File: src/rtl/dma_ring_pkg.sv
package dma_ring_pkg;
  localparam int WORD_W = 32;

  typedef enum logic [3:0] {
    S_IDLE, S_CFG, S_BUF, S_NXT, S_TXRD, S_TXOUT, S_RXIN, S_RXWR, S_WB, S_DROP
  } seqStateT;

  // which address / data the datapath puts on the memory port
  typedef enum logic [2:0] {
    A_CFG, A_BUF, A_NXT, A_RD, A_WR, A_WB
  } accSelT;

  typedef struct packed {
    logic   rxSel;
    accSelT accSel;
    logic   ldCfg;
    logic   ldBuf;
    logic   ldNext;
    logic   ldWord;
    logic   clrCnt;
    logic   incCnt;
    logic   storeByte;
    logic   advPtr;
    logic   haltTx;
    logic   setOvf;
    logic   txBusy;
    logic   rxBusy;
  } ctlStrobesT;
endpackage

File: src/rtl/dma_ring_datapath.sv
module dma_ring_datapath
  import dma_ring_pkg::*;
#(
  parameter int ADDR_W    = 32,
  parameter int LEN_W     = 12,
  parameter int BUF_BYTES = 2048
) (
  input  logic              clk,
  input  logic              rstN,
  input  logic              regWr,
  input  logic [2:0]        regAddr,
  input  logic [WORD_W-1:0] regWdata,
  output logic [WORD_W-1:0] regRdata,
  input  ctlStrobesT        st,
  input  logic [WORD_W-1:0] memRdata,
  input  logic [7:0]        rxData,
  output logic [ADDR_W-1:0] memAddr,
  output logic [WORD_W-1:0] memWdata,
  output logic [7:0]        txData,
  output logic              txEn,
  output logic              rxEn,
  output logic              cfgEmpty,
  output logic              lenZero,
  output logic              lastTxByte,
  output logic              laneLast,
  output logic              bufFull
);
  localparam int EMPTY_BIT = WORD_W - 1;

  logic [ADDR_W-1:0] txPtr, rxPtr, bufAddr, nextAddr, curPtr;
  logic [WORD_W-1:0] cfgReg, wordReg;
  logic [LEN_W-1:0]  cnt, cntM1, frameLen;
  logic              ovf;

  always_ff @(posedge clk or negedge rstN) begin
    if (!rstN) begin
      txPtr <= '0; rxPtr <= '0; bufAddr <= '0; nextAddr <= '0;
      cfgReg <= '0; wordReg <= '0; cnt <= '0;
      txEn <= 1'b0; rxEn <= 1'b0; ovf <= 1'b0;
    end else begin
      if (st.ldCfg)  cfgReg   <= memRdata;
      if (st.ldBuf)  bufAddr  <= memRdata[ADDR_W-1:0];
      if (st.ldNext) nextAddr <= memRdata[ADDR_W-1:0];
      if (st.ldWord) wordReg  <= memRdata;
      if (st.storeByte) wordReg[{cnt[1:0], 3'b000} +: 8] <= rxData;
      if (st.clrCnt)      cnt <= '0;
      else if (st.incCnt) cnt <= cnt + LEN_W'(1);
      if (st.haltTx) txEn <= 1'b0;
      if (st.setOvf) ovf  <= 1'b1;
      if (st.advPtr) begin
        if (st.rxSel) rxPtr <= nextAddr;
        else          txPtr <= nextAddr;
      end
      // software writes take precedence over engine updates
      if (regWr) begin
        case (regAddr)
          3'd0: txEn  <= regWdata[0];
          3'd1: txPtr <= regWdata[ADDR_W-1:0];
          3'd2: rxEn  <= regWdata[0];
          3'd3: rxPtr <= regWdata[ADDR_W-1:0];
          3'd4: if (regWdata[0]) ovf <= 1'b0;
          default: ;
        endcase
      end
    end
  end

  always_comb begin
    case (regAddr)
      3'd0:    regRdata = WORD_W'(txEn | st.txBusy);
      3'd1:    regRdata = WORD_W'(txPtr);
      3'd2:    regRdata = WORD_W'(rxEn | st.rxBusy);
      3'd3:    regRdata = WORD_W'(rxPtr);
      3'd4:    regRdata = WORD_W'(ovf);
      default: regRdata = '0;
    endcase
  end

  assign curPtr   = st.rxSel ? rxPtr : txPtr;
  assign cntM1    = cnt - LEN_W'(1);
  assign frameLen = cfgReg[LEN_W-1:0];

  always_comb begin
    case (st.accSel)
      A_BUF:   memAddr = curPtr;
      A_NXT:   memAddr = curPtr + ADDR_W'(8);
      A_RD:    memAddr = bufAddr + ADDR_W'({cnt[LEN_W-1:2], 2'b00});
      A_WR:    memAddr = bufAddr + ADDR_W'({cntM1[LEN_W-1:2], 2'b00});
      default: memAddr = curPtr + ADDR_W'(4);
    endcase
  end

  always_comb begin
    if (st.accSel == A_WB)
      memWdata = st.rxSel ? WORD_W'(cnt) : (cfgReg | (WORD_W'(1) << EMPTY_BIT));
    else
      memWdata = wordReg;
  end

  assign txData     = wordReg[{cnt[1:0], 3'b000} +: 8];
  assign cfgEmpty   = memRdata[EMPTY_BIT];
  assign lenZero    = (frameLen == '0);
  assign lastTxByte = (cnt == frameLen - LEN_W'(1));
  assign laneLast   = (cnt[1:0] == 2'b11);
  assign bufFull    = (32'(cnt) >= 32'(BUF_BYTES));
endmodule

File: src/rtl/dma_ring_ctrl.sv
module dma_ring_ctrl
  import dma_ring_pkg::*;
(
  input  logic       clk,
  input  logic       rstN,
  input  logic       txEn,
  input  logic       rxEn,
  input  logic       cfgEmpty,
  input  logic       lenZero,
  input  logic       lastTxByte,
  input  logic       laneLast,
  input  logic       bufFull,
  input  logic       memAck,
  input  logic       txReady,
  input  logic       rxValid,
  input  logic       rxLast,
  output ctlStrobesT st,
  output logic       memReq,
  output logic       memWe,
  output logic       txValid,
  output logic       txLast,
  output logic       rxReady
);
  seqStateT state, nextState;
  logic     rxChan, lastSeen;

  always_ff @(posedge clk or negedge rstN) begin
    if (!rstN) begin
      state <= S_IDLE; rxChan <= 1'b0; lastSeen <= 1'b0;
    end else begin
      state <= nextState;
      if (state == S_IDLE) begin
        if (rxEn && rxValid) rxChan <= 1'b1;
        else if (txEn)       rxChan <= 1'b0;
      end
      if (state == S_RXIN && rxValid && !bufFull) lastSeen <= rxLast;
    end
  end

  always_comb begin
    st = '0;
    st.rxSel  = rxChan;
    st.accSel = A_CFG;
    st.txBusy = (state != S_IDLE) && !rxChan;
    st.rxBusy = (state != S_IDLE) && rxChan;
    memReq = 1'b0; memWe = 1'b0;
    txValid = 1'b0; txLast = 1'b0; rxReady = 1'b0;
    nextState = state;
    case (state)
      S_IDLE: if ((rxEn && rxValid) || txEn) nextState = S_CFG;
      S_CFG: begin
        memReq = 1'b1;
        if (memAck) begin
          if (rxChan) begin
            if (cfgEmpty) nextState = S_BUF;
            else begin st.setOvf = 1'b1; nextState = S_DROP; end
          end else if (cfgEmpty) begin
            st.haltTx = 1'b1; nextState = S_IDLE;
          end else begin
            st.ldCfg = 1'b1; nextState = S_BUF;
          end
        end
      end
      S_BUF: begin
        memReq = 1'b1; st.accSel = A_BUF;
        if (memAck) begin st.ldBuf = 1'b1; nextState = S_NXT; end
      end
      S_NXT: begin
        memReq = 1'b1; st.accSel = A_NXT;
        if (memAck) begin
          st.ldNext = 1'b1; st.clrCnt = 1'b1;
          nextState = rxChan ? S_RXIN : (lenZero ? S_WB : S_TXRD);
        end
      end
      S_TXRD: begin
        memReq = 1'b1; st.accSel = A_RD;
        if (memAck) begin st.ldWord = 1'b1; nextState = S_TXOUT; end
      end
      S_TXOUT: begin
        txValid = 1'b1; txLast = lastTxByte;
        if (txReady) begin
          st.incCnt = 1'b1;
          if (lastTxByte)    nextState = S_WB;
          else if (laneLast) nextState = S_TXRD;
        end
      end
      S_RXIN: begin
        rxReady = 1'b1;
        if (rxValid) begin
          if (!bufFull) begin
            st.storeByte = 1'b1; st.incCnt = 1'b1;
            if (rxLast || laneLast) nextState = S_RXWR;
          end else if (rxLast) nextState = S_WB;
        end
      end
      S_RXWR: begin
        memReq = 1'b1; memWe = 1'b1; st.accSel = A_WR;
        if (memAck) nextState = lastSeen ? S_WB : S_RXIN;
      end
      S_WB: begin
        memReq = 1'b1; memWe = 1'b1; st.accSel = A_WB;
        if (memAck) begin st.advPtr = 1'b1; nextState = S_IDLE; end
      end
      S_DROP: begin
        rxReady = 1'b1;
        if (rxValid && rxLast) nextState = S_IDLE;
      end
      default: nextState = S_IDLE;
    endcase
  end
endmodule

File: src/rtl/dma_ring_engine.sv
module dma_ring_engine
  import dma_ring_pkg::*;
#(
  parameter int ADDR_W    = 32,
  parameter int LEN_W     = 12,
  parameter int BUF_BYTES = 2048
) (
  input  logic              clk,
  input  logic              rstN,
  input  logic              regWr,
  input  logic [2:0]        regAddr,
  input  logic [31:0]       regWdata,
  output logic [31:0]       regRdata,
  output logic              memReq,
  output logic              memWe,
  output logic [ADDR_W-1:0] memAddr,
  output logic [31:0]       memWdata,
  input  logic [31:0]       memRdata,
  input  logic              memAck,
  output logic [7:0]        txData,
  output logic              txValid,
  output logic              txLast,
  input  logic              txReady,
  input  logic [7:0]        rxData,
  input  logic              rxValid,
  input  logic              rxLast,
  output logic              rxReady
);
  ctlStrobesT st;
  logic txEn, rxEn, cfgEmpty, lenZero, lastTxByte, laneLast, bufFull;

  dma_ring_ctrl u_ctrl (
    .clk(clk), .rstN(rstN), .txEn(txEn), .rxEn(rxEn), .cfgEmpty(cfgEmpty),
    .lenZero(lenZero), .lastTxByte(lastTxByte), .laneLast(laneLast),
    .bufFull(bufFull), .memAck(memAck), .txReady(txReady), .rxValid(rxValid),
    .rxLast(rxLast), .st(st), .memReq(memReq), .memWe(memWe),
    .txValid(txValid), .txLast(txLast), .rxReady(rxReady)
  );

  dma_ring_datapath #(.ADDR_W(ADDR_W), .LEN_W(LEN_W), .BUF_BYTES(BUF_BYTES)) u_dp (
    .clk(clk), .rstN(rstN), .regWr(regWr), .regAddr(regAddr),
    .regWdata(regWdata), .regRdata(regRdata), .st(st), .memRdata(memRdata),
    .rxData(rxData), .memAddr(memAddr), .memWdata(memWdata), .txData(txData),
    .txEn(txEn), .rxEn(rxEn), .cfgEmpty(cfgEmpty), .lenZero(lenZero),
    .lastTxByte(lastTxByte), .laneLast(laneLast), .bufFull(bufFull)
  );
endmodule

File: config.mk
export PLATFORM = sky130hd
export DESIGN_NAME = dma_ring_engine
export DESIGN_NICKNAME = d
export VERILOG_FILES = /design/src/rtl/dma_ring_pkg.sv /design/src/rtl/dma_ring_datapath.sv /design/src/rtl/dma_ring_ctrl.sv /design/src/rtl/dma_ring_engine.sv
export SDC_FILE = /design/constraint.sdc
export NUM_CORES = 1
export LEC_CHECK = 0
export BUFFER_PORTS_ARGS = -buffer_cell sky130_fd_sc_hd__buf_2
export CAP_MARGIN = 20
export CELL_PAD_IN_SITES_DETAIL_PLACEMENT = 0
export CELL_PAD_IN_SITES_GLOBAL_PLACEMENT = 1
export CORE_MARGIN = 3
export CORE_UTILIZATION = 25
export DETAILED_ROUTE_END_ITERATION = 10
export PLACE_DENSITY_LB_ADDON = 0.1
export SLEW_MARGIN = 40
export SYNTH_ARGS = -nofsm -noshare
export SYNTH_HDL_FRONTEND = slang
export SYNTH_SLANG_ARGS = --single-unit
File: constraint.sdc
create_clock -name clk -period 12.2 [get_ports clk]
set_input_delay 2.44 -clock clk [delete_from_list [all_inputs] [get_ports clk]]
set_output_delay 2.44 -clock clk [all_outputs]
set_load 0.01 [all_outputs]
# Yosys cells after proc, flatten, opt, wreduce, memory -nomap -nowiden
# Index checks and enable logic that the tools add are counted.
# classes
n_addsub,8
n_mul,0
div_mod_pow,0
n_lt_le_gt_ge,1
eq_ne,33
n_shift,3
n_mux,74
bitwise,2
n_reduce_logical,22
# ops
operator,n
$mux W32,13
$pmux W32 S5,1
$pmux W32 S4,1
$mux W4,20
$add A32 B12 Y32,2
$pmux W4 S10,1
$add A32 B3 Y32 const B,1
$add A32 B4 Y32 const B,1
$bwmux W32,1
$shift A8 B7 Y32 const A,1
$shiftx A32 B6 Y8,1
$shiftx A8 B7 Y32,1
$mux W1,28
$mux W12,2
$sub A12 B1 Y12 const B,2
$ne A2 B2 Y1 const B,9
$eq A4 B3 Y1 const B,4
$pmux W3 S5,1
$reduce_and A13 Y1,1
$add A12 B1 Y12 const B,1
$eq A12 B12 Y1,1
$eq A3 B2 Y1 const B,4
$ge A12 B12 Y1 const B,1
$logic_not A12 Y1,1
24 further kinds,44
# word_totals
register_bits,212
latchBits,0
ram_bits,0
rom_bits,0
inputBits,82
output_inout_bits,109
elab_cells,156
n_memories,0

# Longest topological paths before layout
# Gate-level depths: netlist of run 1.
# depth
ltp_word,8
ltp_mapped,16
mapped_depth_nobuf,15

# Modules after synthesis
# From an unflattened synthesis of run 1, not the netlist that was laid out.
# hier_totals
cells_unflattened,1627
hier_area_um2,14888.0
# modules_own_cells
module,n_inst,cells_each,area_per_inst_um2,seq_area_each_um2
dma_ring_datapath,1,1522,14104.8,5154.9
dma_ring_ctrl,1,105,783.3,150.1

# Least setup slack after synthesis of run 1
# No wires, ideal clock.
# synth_timing
path_type,reg2out
from,register u_ctrl.state[3]
to,output memAddr[27]
arrival_ns,3.698
required_time_ns,9.760
slack_ns,6.062
path_stages_with_launch,17
n_path_buf,1
path_cell_list,dfrtp_1 > buf_2 > inv_1 > nand2_1 > or3_1 > or2_1 > or3_1 > nor3_1 > xnor2_1 > ha_1 > and3_1 > and3_1 > a21o_1 > o31ai_1 > nor3_1 > xnor2_1 > o221ai_1
# synth_via
elab_chain_len,4
word_cells_on_any_way,11
classes_between,eq/ne: 9; mux: 2
# synth_rtl
item,line_no,text
from (decl),dma_ring_ctrl.sv:24,"seqStateT state, nextState;"
from (signal assigned),dma_ring_ctrl.sv:31,state <= nextState;
$eq A4 B4 Y1 (tied with other cells),dma_ring_ctrl.sv:49,case (state)
$pmux W3 S5 (*),dma_ring_ctrl.sv:49,
$eq A3 B3 Y1 (tied with other cells),dma_ring_datapath.sv:84,case (st.accSel)
$pmux W32 S4 (*),dma_ring_datapath.sv:84,
to (decl),dma_ring_engine.sv:16,"output logic [ADDR_W-1:0] memAddr,"
# Every way passes the cells marked *; elsewhere a longest branch is shown, timed or not.

# Worst setup path in the final report of run 1
# layout_timing
from,register u_ctrl.state[1]
to,output memAddr[27]
# Same word-level chain as after synthesis.

==> results of run 1 <==
## sequential cells by signal, indices dropped and copies added, names as in the netlist, 4 cells and up
signal and count:
u_dp.wordReg 32, u_ctrl.state 4, u_dp.cfgReg 31, u_dp.nextAddr 32, u_dp.rxPtr 32, u_dp.bufAddr 32
u_dp.cnt 12, u_dp.txPtr 32
## report_power, final
group          leakage [nW]  switching, W  internal (W)  total [W]
Combinational          4.51       0.00123      0.000912    0.00214
Clock                 0.475      0.000339      0.000539   0.000878
Sequential             2.58      0.000414       0.00102    0.00144
## layer usage
layer	wire length, um	GRT usage [%]	up-vias
met1	28300	27.8	6280
met2	27500	31.7	382
met4	949	3.70	4
li1	-	-	5918
met5	26	0	-
met3	3300	2.84	63
## kinds of logic after synthesis
family,count (synthesis),synth area share [%]
adder cells (fa/ha/maj),24,2.15
AO/OA/AOI/OAI,426,18.6
flip-flops,212,37.1
AND/OR/NAND/NOR,438,15.2
multiplexers,242,18.6
XOR/XNOR,73,4.47
buffers and inverters,129,3.95
## layout make-up
type,instances,area share (%)
Multi-Input combinational cell,1203,49.9
Timing Repair Buffer,215,7.13
Clock inverter,8,0.692
Sequential cell,212,31.2
Inverter,18,0.398
Tap cell,756,5.57
Antenna cell,6,0.0883
Clock buffer,44,5.01
## metrics by stage
stage               instance area [sq um]  util [%]  hold slack, ns  std cells  power [W]
floorplan                           14300         -           0.480       1544    0.00275
global placement                    15900      28.1           0.489       2400    0.00359
detailed placement                  16000      28.3           0.496       2403    0.00361
CTS                                 17000      30.0           0.509       2455    0.00452
global route                        17000      30.1           0.515       2456    0.00478
finish                              17000      30.1           0.507       2462    0.00446
## cells in the final DEF, fill, tap and decap left out, types with 18 or more instances in the layout
cell / synthesis / layout
o21ai_1: 28 / 28
dfrtp_1: 212 / 211
nand3_1: 39 / 37
clkbuf_16: 0 / 29
inv_1: 18 / 18
xor2_1: 36 / 36
mux2i_1: 128 / 128
nor2_1: 105 / 104
ha_1: 23 / 23
xnor2_1: 37 / 37
o21ai_0: 87 / 86
mux2_2: 105 / 105
a22o_1: 35 / 35
buf_2: 27 / 189
a21oi_1: 153 / 153
nand2_1: 150 / 148
nor3_1: 25 / 24
buf_4: 3 / 20
## final timing paths
kind	startpoint	to	slack, ns
worst max-delay path	u_ctrl.state[1]$_DFFE_PN0P_	memAddr[27]	4.80
max in group asynchronous	rstN	u_dp.rxPtr[27]$_DFF_PN0_	9.13
min in group asynchronous	rstN	u_dp.rxPtr[4]$_DFF_PN0_	1.72
worst min register to register	u_dp.cfgReg[26]$_DFFE_PN0P_	u_dp.cfgReg[26]$_DFFE_PN0P_	0.51
worst min-delay path	u_dp.cfgReg[26]$_DFFE_PN0P_	u_dp.cfgReg[26]$_DFFE_PN0P_	0.51
worst max register to register	u_ctrl.state[2]$_DFFE_PN0P_	u_dp.txPtr[16]$_DFF_PN0_	8.85
==> results.yml, run 1 <==
status:
  status: "completed"
finish:
  nets: 1784
  multi_input_area_sq_mm: 0.00848
  layout-drive-gt1-share_pct: 24.4
  regArea_sq_mm: 0.00531
  fillers: 6026
  area_delta_synth_final_pct: 18.9
timing:
  fin_setup_tns_ns: 0
  slew_headroom_pct: 43.0
  rsz0062_at_grt: "no"
  clock_skew_ns: 0.00657
  setup_viol: 0
  fin_crit_sh_pct: 60.7
  worst_slack_ns: 4.80
  hold_viol_final: 0
  slew_violations: 0
  min_period_ns: 7.40
  max_freq_mhz: 135
  tightest_slew_ns: 0.853
critical_path:
  start_kind: "flop"
  path_depth: 15
  reg2reg_depth: 8
  crit_arrival_ns: 4.96
  path_max_fanout: 18
  path_buf_inv: 1
  endpoint_kind: "output pin"
  slowest_delay_ns: 0.66
  crit_path_top_delay_cell: "dfrtp_1"
  crit_type: "flop to output pin"
  required_ns: 9.76
  crit_path_cell_trace: "nand2_1 -> or3_1 -> or2_1 -> or3_1 -> nor3_1 -> xnor2_1 -> ha_1 -> and3_1 -> and3_1 -> a21o_1 -> o31ai_2 -> nor3_1 -> xnor2_1 -> o221ai_1 -> buf_2"
  path_delay_family: "simple AND/OR/NAND/NOR gates"
route:
  num_vias: 12647
  drtIter0Drc: 801
  vias_per_cell: 5.14
  drt-total-wl_um: 60100
  routedWlPerCell_um: 24.4
  dr.pass1.iters: 5
  drc: 0
  antenna_left: 0
synthesis:
  synth_top_area_share_pct: 37.1
  synth_seq_cells: 212
  syn_nets: 1650
  yosysSeqAreaShare_pct: 37.1
  netlist_area_sq_mm: 0.0143
  synth.most_common_cell: "dfrtp_1"
  async_flop_share_pct: 100
  synth_common_cells: "dfrtp_1, a21oi_1, nand2_1, mux2i_1"
  synth_cells: 1544
  yosysWarnings: 0
  ys.flop_type: "dfrtp_1"
  synth_top_cell_by_area: "dfrtp_1"
  ys_types: 84
  synth.avg_cell_area_sq_um: 9.26
  synth_edf_count: 0
  synth.area.top_cells: "dfrtp_1, mux2i_1, mux2_2, a21oi_1, nand2_1"
placed_design:
  gp_congestion: 0.833
  dp_slack_ns: 5.33
  place_hpwl_um: 44400
  io_buffer_count: 190
global_routing:
  grt_pass1_wl_um: 87700
  grt_usage_pct: 19.6
  antenna_found_initial: 16
  grt_pass1_vias: 12600
  grt_start_max_net_pins: 89
  grt_overflow: 0
floorplanning:
  dieArea_sq_mm: 0.0601
  die_h_um: 245
  row_count: 87
  initial_utilization_pct: 25.3
  design.core.area_sq_mm: 0.0565
  die_w_um: 245
  pin_count: 191
power:
  p_per_area_mw_per_mm2: 262
  ir_worst_vdd_uv: 111
  p_leak_nw: 7.57
clock_network:
  clock_latency_ns: 0.56
  ctsHoldBuffers: 0
  cts_setup_buffers: 0
  cts.sinks: 212
  cts_max_level: 1
  numCtsBuffers: 28
  cts-resized-gates: 0
  cts-root-buf: "clkbuf_16"
  cts_buffer_depth: 3
  cts.clk_slew.worst_paths_ns: 0.06
  cts_tree: "built"
hold_path:
  hold_depth: 1
  hp-class: "flop to flop"
run:
  cap_viol_max_count: 0
No activity file was read; power rests on OpenSTA's default activity.
==> inputs of run 2 (changes only) <==
clock period = 7.3 ns   (was 12.2 ns; I/O delays follow)
==> run 2 against run 1 <==
Compared with the run above: non-clock buffer count down 1; sequential share of layout area is 0.17 points higher; register-to-register slack worse by 5.0 ns; total power increased by 65%; first-iteration DRC count increased by 4.6%; die area unchanged; combinational power up 67%; highest routed layer is now met4; sequential power rose by 68%; setup slack worse by 4.1 ns; largest power group unchanged; clock skew is 0.019 ns higher; clock power rose by 55%; worst hold slack worse by 0.0022 ns.
==> results.yml, run 2 (synthesis gave the netlist of run 1 again) <==
global_routing:
  grt_pass1_wl_um: 87800
  grt_overflow: 0
  antenna_found_initial: 10
  grt_usage_pct: 19.6
  grt_start_max_net_pins: 102
  grt_pass1_vias: 12600
timing:
  slew_headroom_pct: 46.2
  setup_viol: 0
  hold_viol_final: 0
  max_freq_mhz: 152
  fin_crit_sh_pct: 89.8
  slew_violations: 0
  min_period_ns: 6.56
  fin_setup_tns_ns: 0
  clock_skew_ns: 0.0255
  rsz0062_at_grt: "no"
  tightest_slew_ns: 0.799
  worst_slack_ns: 0.743
finish:
  nets: 1783
  layout-drive-gt1-share_pct: 24.5
  final_common_cell: "dfrtp_1"
  area_delta_synth_final_pct: 18.2
  finish.utilization_pct: 29.9
  fin_cells: 2456
  final_cell_mix: "dfrtp_1, buf_2, a21oi_1, nand2_1, mux2i_1"
  fillers: 5973
status:
  status: "completed"
hold_path:
  hold_depth: 1
  hp-class: "flop to flop"
critical_path:
  path_max_fanout: 18
  slowest_delay_ns: 0.68
  path_common_cell: "o21ai_0"
  crit_path_cell_trace: "nand2_1 -> or3_1 -> or2_1 -> or3_1 -> nor3_1 -> xnor2_1 -> ha_1 -> and3_1 -> o21ai_0 -> o21ai_0 -> a21oi_1 -> nand3b_1 -> xor2_1 -> o21ai_0 -> buf_2"
  required_ns: 5.84
  crit_arrival_ns: 5.10
  crit_type: "flop to output pin"
  reg2reg_depth: 8
  crit_path_top_delay_cell: "dfrtp_1"
  endpoint_kind: "output pin"
  start_kind: "flop"
power:
  p_leak_nw: 7.53
  p_per_area_mw_per_mm2: 435
  ir_worst_vdd_uv: 194
clock_network:
  ctsHoldBuffers: 0
  cts-root-buf: "clkbuf_16"
  cts_buffer_depth: 3
  numCtsBuffers: 28
  cts-resized-gates: 0
  cts.sinks: 212
  cts.clk_slew.worst_paths_ns: 0.06
  cts_tree: "built"
  cts_max_level: 1
  clock_latency_ns: 0.58
  cts_setup_buffers: 0
route:
  vias_per_cell: 5.15
  num_vias: 12641
  drtIter0Drc: 838
  antenna_left: 0
  drt-total-wl_um: 60200
  dr.pass1.iters: 7
  routedWlPerCell_um: 24.5
  drc: 0
placed_design:
  dp_slack_ns: 1.38
  gp_congestion: 0.861
  place_hpwl_um: 44400
  io_buffer_count: 190
  dp_cells: 2403
floorplanning:
  pin_count: 191
  row_count: 87
  dieArea_sq_mm: 0.0601
  die_w_um: 245
  design.core.area_sq_mm: 0.0565
  die_h_um: 245
  initial_utilization_pct: 25.3
run:
  cap_viol_max_count: 0
-- run 2: layout make-up --
type	instances	area, sq um	area share (%)
flip-flops and latches	212	5310	31.4
repair buffers	214	1200	7.11
clock buffers	36	771	4.56
clock inverters	13	120	0.711
diodes	4	10.0	0.0592
well taps	756	946	5.60
inverters	18	67.6	0.400
multi-input cells	1203	8480	50.2
-- run 2: per-layer routing --
metal | GRT usage, % | routed length (um)
met4 | 3.53 | 1040
met1 | 27.6 | 28600
met2 | 31.9 | 27600
met5 | 0 | 0
met3 | 3.06 | 2910
-- run 2: through the flow --
stage / instance area, sq um / power, W / hold WS (ns)
2_1_floorplan: 14300 / 0.00460 / 0.480
3_3_place_gp: 15900 / 0.00601 / 0.487
3_5_place_dp: 16000 / 0.00603 / 0.493
4_1_cts: 16900 / 0.00744 / 0.506
5_1_grt: 16900 / 0.00788 / 0.512
6_report: 16900 / 0.00735 / 0.504
-- run 2: final timing paths --
kind                                             start                           end  slack (ns)
setup / recovery           u_ctrl.state[1]$_DFFE_PN0P_                   memAddr[16]        0.74
hold / removal             u_dp.cfgReg[26]$_DFFE_PN0P_   u_dp.cfgReg[26]$_DFFE_PN0P_        0.50
setup reg to reg           u_ctrl.state[2]$_DFFE_PN0P_      u_dp.txPtr[14]$_DFF_PN0_        3.89
hold reg to reg            u_dp.cfgReg[26]$_DFFE_PN0P_   u_dp.cfgReg[26]$_DFFE_PN0P_        0.50
max in group asynchronous                         rstN  u_dp.bufAddr[26]$_DFFE_PN0P_        5.52
min in group asynchronous                         rstN       u_dp.txPtr[1]$_DFF_PN0_        0.80
-- run 2: where the power goes --
group | internal (W) | switching (W)
Clock | 0.000779 | 0.000577
Sequential | 0.00171 | 0.000705
Combinational | 0.00153 | 0.00206
-- run 2: critical path: cells and delay by family, from the launching register on --
| kind | cells | cell delay (ns) |
|---|---|---|
| buf+inv | 1 | 0.22 |
| flops | 1 | 0.68 |
| compound gates | 4 | 1.01 |
| fa+ha+maj | 1 | 0.38 |
| simple gates | 7 | 1.98 |
| xor+xnor | 2 | 0.25 |
